## src/rtl/lrd_pkg.sv

```systemverilog
// Shared types and constants for the legacy routing decoder.
// Assumes exactly two downstream ports, matching the 2-bit target code.
package lrd_pkg;
    localparam int NUM_PORTS    = 2;
    localparam int CTL_W        = 8;
    localparam int CTL_SMRAM_B  = 0;
    localparam int CTL_APIC_B   = 1;
    localparam int CTL_MDA_B    = 2;
    localparam int FIELD_W      = CTL_MDA_B + 1;

    typedef enum logic [1:0] {
        TGT_SOUTH = 2'b00,
        TGT_PORT0 = 2'b01,
        TGT_PORT1 = 2'b10,
        TGT_DRAM  = 2'b11
    } tgt_e;

    // Legacy display resource hits for one access
    typedef struct packed {
        logic mda_any;   // touches any MDA resource
        logic mda_only;  // touches an MDA-only resource
        logic vga;       // touches a VGA resource
    } leg_hit_t;
endpackage

```

## src/rtl/lrd_ctl_reg.sv

```systemverilog
// Control register with lockable SMRAM enable and sticky illegal-mode flag.
// Assumes lock_in is synchronous to clk; the lock is held until reset.
module lrd_ctl_reg
    import lrd_pkg::*;
#(
    parameter int PORTS = NUM_PORTS
) (
    input  logic               clk,
    input  logic               rst_n,
    input  logic               wr_en,
    input  logic [FIELD_W-1:0] wr_fields,
    input  logic               lock_in,
    input  logic [PORTS-1:0]   vga_en,
    output logic               smram_en,
    output logic               apic_off,
    output logic               mda_on,
    output logic               lock_hold,
    output logic               illegal,
    output logic               err_sticky
);
    // Illegal when MDA is claimed present but no port decodes VGA
    always_comb illegal = mda_on && !(|vga_en);

    // Field storage, lock capture and sticky error
    always_ff @(posedge clk) begin
        if (!rst_n) begin
            smram_en   <= 1'b0;
            apic_off   <= 1'b0;
            mda_on     <= 1'b0;
            lock_hold  <= 1'b0;
            err_sticky <= 1'b0;
        end else begin
            if (wr_en) begin
                apic_off <= wr_fields[CTL_APIC_B];
                mda_on   <= wr_fields[CTL_MDA_B];
                if (!(lock_hold || lock_in))
                    smram_en <= wr_fields[CTL_SMRAM_B];
            end
            lock_hold  <= lock_hold | lock_in;
            err_sticky <= err_sticky | illegal;
        end
    end
endmodule

```

## src/rtl/lrd_io_decode.sv

```systemverilog
// Legacy I/O resource decoder on doubleword granularity.
// Only address bits 9:0 are decoded, so all A[15:10] aliases match.
module lrd_io_decode
    import lrd_pkg::*;
#(
    parameter int DEC_BITS = 10
) (
    input  logic [DEC_BITS-1:0] addr,
    input  logic [3:0]          be,
    output leg_hit_t            hit
);
    localparam int DW_W = DEC_BITS - 2;
    localparam logic [DW_W-1:0] DW_3B0 = DW_W'(10'h3B0 >> 2);
    localparam logic [DW_W-1:0] DW_3B4 = DW_W'(10'h3B4 >> 2);
    localparam logic [DW_W-1:0] DW_3B8 = DW_W'(10'h3B8 >> 2);
    localparam logic [DW_W-1:0] DW_3BC = DW_W'(10'h3BC >> 2);
    localparam logic [DW_W-1:0] DW_3C0 = DW_W'(10'h3C0 >> 2);
    localparam logic [DW_W-1:0] DW_3DC = DW_W'(10'h3DC >> 2);

    logic [DW_W-1:0] dw;
    logic            any_b;

    // Per-doubleword match of MDA and VGA resources
    always_comb begin
        dw           = addr[DEC_BITS-1:2];
        any_b        = |be;
        hit.mda_only = any_b && (dw == DW_3BC);
        hit.mda_any  = hit.mda_only
                     || ((dw == DW_3B4) && (be[0] || be[1]))
                     || ((dw == DW_3B8) && (|be[2:0]));
        hit.vga      = any_b && (((dw >= DW_3B0) && (dw <= DW_3B8))
                     || ((dw >= DW_3C0) && (dw <= DW_3DC)));
    end
endmodule

```

## src/rtl/lrd_mem_decode.sv

```systemverilog
// Legacy memory range decoder: display windows, SMRAM window, IOAPIC split.
// Assumes a flat physical address of ADDR_W bits.
module lrd_mem_decode
    import lrd_pkg::*;
#(
    parameter int ADDR_W = 32
) (
    input  logic [ADDR_W-1:0] addr,
    output leg_hit_t          hit,
    output logic              smram_win,
    output logic              apic_any,
    output logic              apic_p0,
    output logic              apic_p1
);
    localparam logic [ADDR_W-1:0] VGA_LO  = ADDR_W'(32'h000A_0000);
    localparam logic [ADDR_W-1:0] VGA_HI  = ADDR_W'(32'h000B_FFFF);
    localparam logic [ADDR_W-1:0] MDA_LO  = ADDR_W'(32'h000B_0000);
    localparam logic [ADDR_W-1:0] MDA_HI  = ADDR_W'(32'h000B_7FFF);
    localparam logic [ADDR_W-1:0] APIC_LO = ADDR_W'(32'hFEC0_0000);
    localparam logic [ADDR_W-1:0] P0_LO   = ADDR_W'(32'hFEC8_0000);
    localparam logic [ADDR_W-1:0] P1_LO   = ADDR_W'(32'hFEC8_1000);
    localparam logic [ADDR_W-1:0] P1_HI   = ADDR_W'(32'hFEC8_1FFF);

    // Range compares for each legacy memory resource
    always_comb begin
        hit.vga      = (addr >= VGA_LO) && (addr <= VGA_HI);
        hit.mda_any  = (addr >= MDA_LO) && (addr <= MDA_HI);
        hit.mda_only = 1'b0;
        smram_win    = hit.vga;
        apic_any     = (addr >= APIC_LO) && (addr <= P1_HI);
        apic_p0      = (addr >= P0_LO) && (addr < P1_LO);
        apic_p1      = (addr >= P1_LO) && (addr <= P1_HI);
    end
endmodule

```

## src/rtl/legacy_route_dec.sv

```systemverilog
// Top of the legacy routing decoder: combines register state and the range
// decoders into one target per request, registered with a valid strobe.
// Assumes control fields and vga_en are stable while a request is presented.
module legacy_route_dec
    import lrd_pkg::*;
#(
    parameter int ADDR_W   = 32,
    parameter int DEC_BITS = 10
) (
    input  logic                 clk,
    input  logic                 rst_n,
    input  logic                 cfg_wr_en,
    input  logic [FIELD_W-1:0]   cfg_wr_fields,
    input  logic                 lock_in,
    input  logic                 req_valid,
    input  logic                 req_is_io,
    input  logic [ADDR_W-1:0]    req_addr,
    input  logic [3:0]           req_be,
    input  logic                 req_smm,
    input  logic [NUM_PORTS-1:0] vga_en,
    input  logic [NUM_PORTS-1:0] isa_en,
    input  logic [NUM_PORTS-1:0] win_hit,
    output logic                 rsp_valid,
    output logic [1:0]           rsp_target,
    output logic                 cfg_err,
    output logic [CTL_W-1:0]     ctl_value
);
    logic     ctl_smram, ctl_apic_off, ctl_mda_on, lock_hold, cfg_illegal;
    leg_hit_t io_hit, mem_hit, leg;
    logic     smram_win, apic_any, apic_p0, apic_p1;
    tgt_e     vga_port, win_port, next_tgt;
    logic     win_found;

    lrd_ctl_reg #(.PORTS(NUM_PORTS)) ctl_i (
        .clk(clk), .rst_n(rst_n), .wr_en(cfg_wr_en), .wr_fields(cfg_wr_fields),
        .lock_in(lock_in), .vga_en(vga_en), .smram_en(ctl_smram),
        .apic_off(ctl_apic_off), .mda_on(ctl_mda_on), .lock_hold(lock_hold),
        .illegal(cfg_illegal), .err_sticky(cfg_err)
    );

    lrd_io_decode #(.DEC_BITS(DEC_BITS)) io_i (
        .addr(req_addr[DEC_BITS-1:0]), .be(req_be), .hit(io_hit)
    );

    lrd_mem_decode #(.ADDR_W(ADDR_W)) mem_i (
        .addr(req_addr), .hit(mem_hit), .smram_win(smram_win),
        .apic_any(apic_any), .apic_p0(apic_p0), .apic_p1(apic_p1)
    );

    // Register image: three fields, reserved bits read zero
    always_comb begin
        ctl_value              = '0;
        ctl_value[CTL_SMRAM_B] = ctl_smram;
        ctl_value[CTL_APIC_B]  = ctl_apic_off;
        ctl_value[CTL_MDA_B]   = ctl_mda_on;
    end

    // Lowest-numbered port for VGA and for base/limit windows
    always_comb begin
        vga_port  = TGT_PORT0;
        win_port  = TGT_SOUTH;
        win_found = 1'b0;
        for (int p = NUM_PORTS - 1; p >= 0; p--) begin
            if (vga_en[p]) vga_port = tgt_e'(2'(p + 1));
            if (win_hit[p] && !isa_en[p]) begin
                win_port  = tgt_e'(2'(p + 1));
                win_found = 1'b1;
            end
        end
    end

    // Routing priority: illegal mode, SMRAM, legacy display, windows, IOAPIC
    always_comb begin
        leg      = req_is_io ? io_hit : mem_hit;
        next_tgt = TGT_SOUTH;
        if (cfg_illegal) begin
            next_tgt = TGT_SOUTH;
        end else if (!req_is_io && smram_win && ctl_smram && req_smm) begin
            next_tgt = TGT_DRAM;
        end else if (leg.vga || leg.mda_any) begin
            if ((|vga_en) && leg.vga
                && !(ctl_mda_on ? leg.mda_any : leg.mda_only))
                next_tgt = vga_port;
        end else if (req_is_io) begin
            if (win_found) next_tgt = win_port;
        end else if (apic_any && !ctl_apic_off) begin
            if (apic_p0)      next_tgt = TGT_PORT0;
            else if (apic_p1) next_tgt = TGT_PORT1;
        end
    end

    // Output stage: one cycle of latency with valid strobe
    always_ff @(posedge clk) begin
        if (!rst_n) begin
            rsp_valid  <= 1'b0;
            rsp_target <= TGT_SOUTH;
        end else begin
            rsp_valid <= req_valid;
            if (req_valid) rsp_target <= next_tgt;
        end
    end
endmodule

```

## config.mk

```make
export PLATFORM = sky130hd
export DESIGN_NAME = legacy_route_dec
export DESIGN_NICKNAME = d
export VERILOG_FILES = /design/src/rtl/lrd_pkg.sv /design/src/rtl/lrd_ctl_reg.sv /design/src/rtl/lrd_io_decode.sv /design/src/rtl/lrd_mem_decode.sv /design/src/rtl/legacy_route_dec.sv
export SDC_FILE = /design/constraint.sdc
export NUM_CORES = 1
export LEC_CHECK = 0
export ABC_AREA = 1
export BUFFER_PORTS_ARGS = -buffer_cell sky130_fd_sc_hd__buf_4
export CORE_ASPECT_RATIO = 0.7
export CORE_MARGIN = 3
export CORE_UTILIZATION = 41
export DETAILED_ROUTE_END_ITERATION = 12
export PLACE_DENSITY = 0.8
export REMOVE_ABC_BUFFERS = 1
export SLEW_MARGIN = 25
export SYNTH_ARGS = -nofsm -noshare
export SYNTH_HDL_FRONTEND = slang
export SYNTH_SLANG_ARGS = --single-unit
```

## constraint.sdc

```tcl
create_clock -name clk -period 1.2 [get_ports clk]
set_clock_uncertainty 0.05 [all_clocks]
set_input_delay 0.06 -clock clk [delete_from_list [all_inputs] [get_ports clk]]
set_output_delay 0.06 -clock clk [all_outputs]
set_load 0.01 [all_outputs]
```

==> flow_summary.toml <==
[critical_path]
start_kind = "input pin"
cp-end-kind = "register"
critPathRequiredTime_ns = 1.35
worst_path_max_delay_cell = "nor2_1"
worst_r2r_path_depth = 9
crit_fanout = 3
arrival_ns = 1.29
cp_cell_sequence = "buf_4 > nand2_1 > nor2_1 > nand3_1 > nand2_1 > a21oi_1 > nor2_1 > nand2_1 > nand2_1 > nand2_1 > nand2_1 > nand2_1 > a21oi_2"
r2r_end = "rsp_target[1]"
worstSetupPathType = "in -> reg"
max_stage_delay_ns = 0.17
r2r_start = "ctl_i.apic_off"
r2r_slack_ns = 0.12
path_common_cell = "nand2_1"

[routing]
viasPerCell = 4.68
drc_errors = 0
wl_per_cell_um = 10.7
num_vias = 1236
wl_mm = 2.83
drtIter0Drc = 31
first_pass_iters = 4
ant_nets = 0

[synthesis]
synth_area_sq_um = 915
synthArstFlopShare_pct = 0
synth_edf_count = 0
ys_seq_elements = 8
synthFlopType = "dfxtp_1"
yosys_warnings = 0
ys_seq_area_share_pct = 17.5
synthCells = 172
yosys.cell_types.count = 20
postSynthAreaPerCell_sq_um = 5.32

[layout]
multi_input_area_sq_um = 624
layout-drive-gt1-share_pct = 37.6
design_area_sq_mm = 0.00146
fillers = 164
most-common-layout-cells = "57 x buf_4, 48 x nand2_1, 29 x inv_1"
diodes = 0
nets = 288
final_common_cell = "buf_4"
regArea_sq_um = 161
area_delta_synth_final_pct = 59.4

[placement]
dpl_cell_area_sq_mm = 0.00135
post-dp-hpwl_mm = 2.27
gp_congestion = 0.883
port_buffers = 54
dp_slack_ns = -0.201

[clock_tree]
cts_tree = "built"
insertion_delay_ns = 0.24
clock-root-buffer = "clkbuf_4"
h-tree-depth = 1
path_clk_slew_ns = 0.07
numCtsBuffers = 3
clock_path_buffers = 2
numClockSinks = 8

[worst_hold_path]
min_to = "ctl_i.lock_hold"
hold_depth = 3
hp-class = "in -> reg"
worstHoldStart = "lock_in"

[pwr]
leakage_uw = 0.000811
swShare_pct = 31.1
max-vdd-ir-drop_mv = 0.264
power_density_mw_per_mm2 = 573
power_frac_comb_pct = 39.6
p_switching_uw = 259
clockPowerShare_pct = 25.4
power.internal_uw = 575
pwr-share-seq_pct = 35.0

[global_route]
track_usage_pct = 18.6
overflow = 0
grt_pass1_vias = 1044
grt_pass1_wl_mm = 4.33
antenna_found_initial = 0
grt_max_degree = 6

[sta]
period_minus_slack_ns = 1.14
grt_setup_unrepaired = "true"
drv_slew = 0
hold_viol = 0
setup_viol = 0
setup_slack_ns = 0.0551
fmax_ghz = 0.873
setup_tns_ns = 0
post-route-period-util_pct = 95.4

[floorplanning]
boundaryPins = 64
start_util_pct = 46.1
die_x_um = 62.5
core_sq_mm = 0.00198
dieArea_sq_mm = 0.00284
rows = 13
dieHeight_um = 45.5

[run_status]
status = "finished, final reports clean"

[flow_run]
drv_cap = 0
cells in the mapped netlist (3+ instances only):
cell | number | share of area [%]
nor3_1 | 4 | 2.2
a21oi_2 | 3 | 2.9
dfxtp_1 | 8 | 18
nand3_1 | 9 | 4.9
o21ai_0 | 3 | 1.6
nand3b_1 | 3 | 2.5
a21oi_1 | 9 | 4.9
inv_1 | 30 | 12
nand2_1 | 51 | 21
nor2_1 | 25 | 10
nand4_1 | 4 | 2.7
nor2_2 | 6 | 4.1
buf_4 | 8 | 6.6
metrics by stage:
step                std cells  hold WS, ns  total power (uW)  utilization, %
global placement          257        0.207               592            68.0
detailed placement        257        0.210               599            68.0
finish                    264       0.0419               835            73.5
floorplan                 168        0.103               409               -
global route              264       0.0689               886            73.5
CTS                       262      0.00323               815            70.2
power by group through the flow:
| stage | clock network [uW] | registers, uW | logic (uW) |
|---|---|---|---|
| after global placement | 0 | 296 | 296 |
| final | 212 | 292 | 331 |
| after global routing | 227 | 294 | 365 |
| after floorplan | 0 | 300 | 109 |
| after detailed placement | 0 | 297 | 302 |
| after CTS | 215 | 291 | 308 |
state kept, by name (all words and copies together), names as in the netlist:
signal	cells
ctl_i.mda_on	1
ctl_i.err_sticky	1
rsp_target	2
ctl_i.smram_en	1
rsp_valid	1
ctl_i.lock_hold	1
ctl_i.apic_off	1
worst max-delay path by stage:
stage                              start             to  slack [ns]  cells after the start
after global placement      req_addr[27]  rsp_target[0]       -0.15                     12
after floorplan             req_addr[21]  rsp_target[1]        0.11                     11
after CTS                 ctl_i.apic_off  rsp_target[0]        0.07                      9
final                       req_addr[30]  rsp_target[1]        0.06                     13
after detailed placement    req_addr[28]  rsp_target[1]       -0.20                     12
after global routing        req_addr[30]  rsp_target[1]       -0.07                     13
cells by family (layout without fill, tap and decap cells):
group                  count (synthesis)  in the layout  share of synthesized area (%)
AOI/OAI and AO/OA                     17             17                           10.9
DFF                                    8              8                           17.5
and+or+nand+nor                      106            106                           51.4
other                                  1              5                          0.410
buffers and inverters                 40             98                           19.7
layer usage:
| layer | wire (um) | vias to the layer above | global-route usage (%) |
|---|---|---|---|
| li1 | - | 642 | - |
| met1 | 1210 | 551 | 25.2 |
| met2 | 1440 | 43 | 33.1 |
| met3 | 180 | 0 | 2.22 |
| met4 | 0 | 0 | 2.63 |
| met5 | 0 | - | 0 |
critical path: cells and delay by family:
family / cells / cell delay (ns)
buffers and inverters: 1 / 0.09
AO/OA/AOI/OAI: 2 / 0.20
AND/OR/NAND/NOR: 10 / 0.94
area by class of cell:
cell class                 instances  share of cell area (%)
clock buffer                       3                    1.55
inverter                          32                    8.24
multi-input combinational        128                    42.8
sequential                         8                    11.1
tap                               30                    2.58
timing repair buffer              63                    33.7
what timing repair did:
item	in CTS	in global routing
setup endpoints to repair	0	2
gates resized for setup	0	16
setup buffers	0	1
hold endpoints to repair	1	1
hold buffers	2	1
No activity file was read; power rests on OpenSTA's default activity.
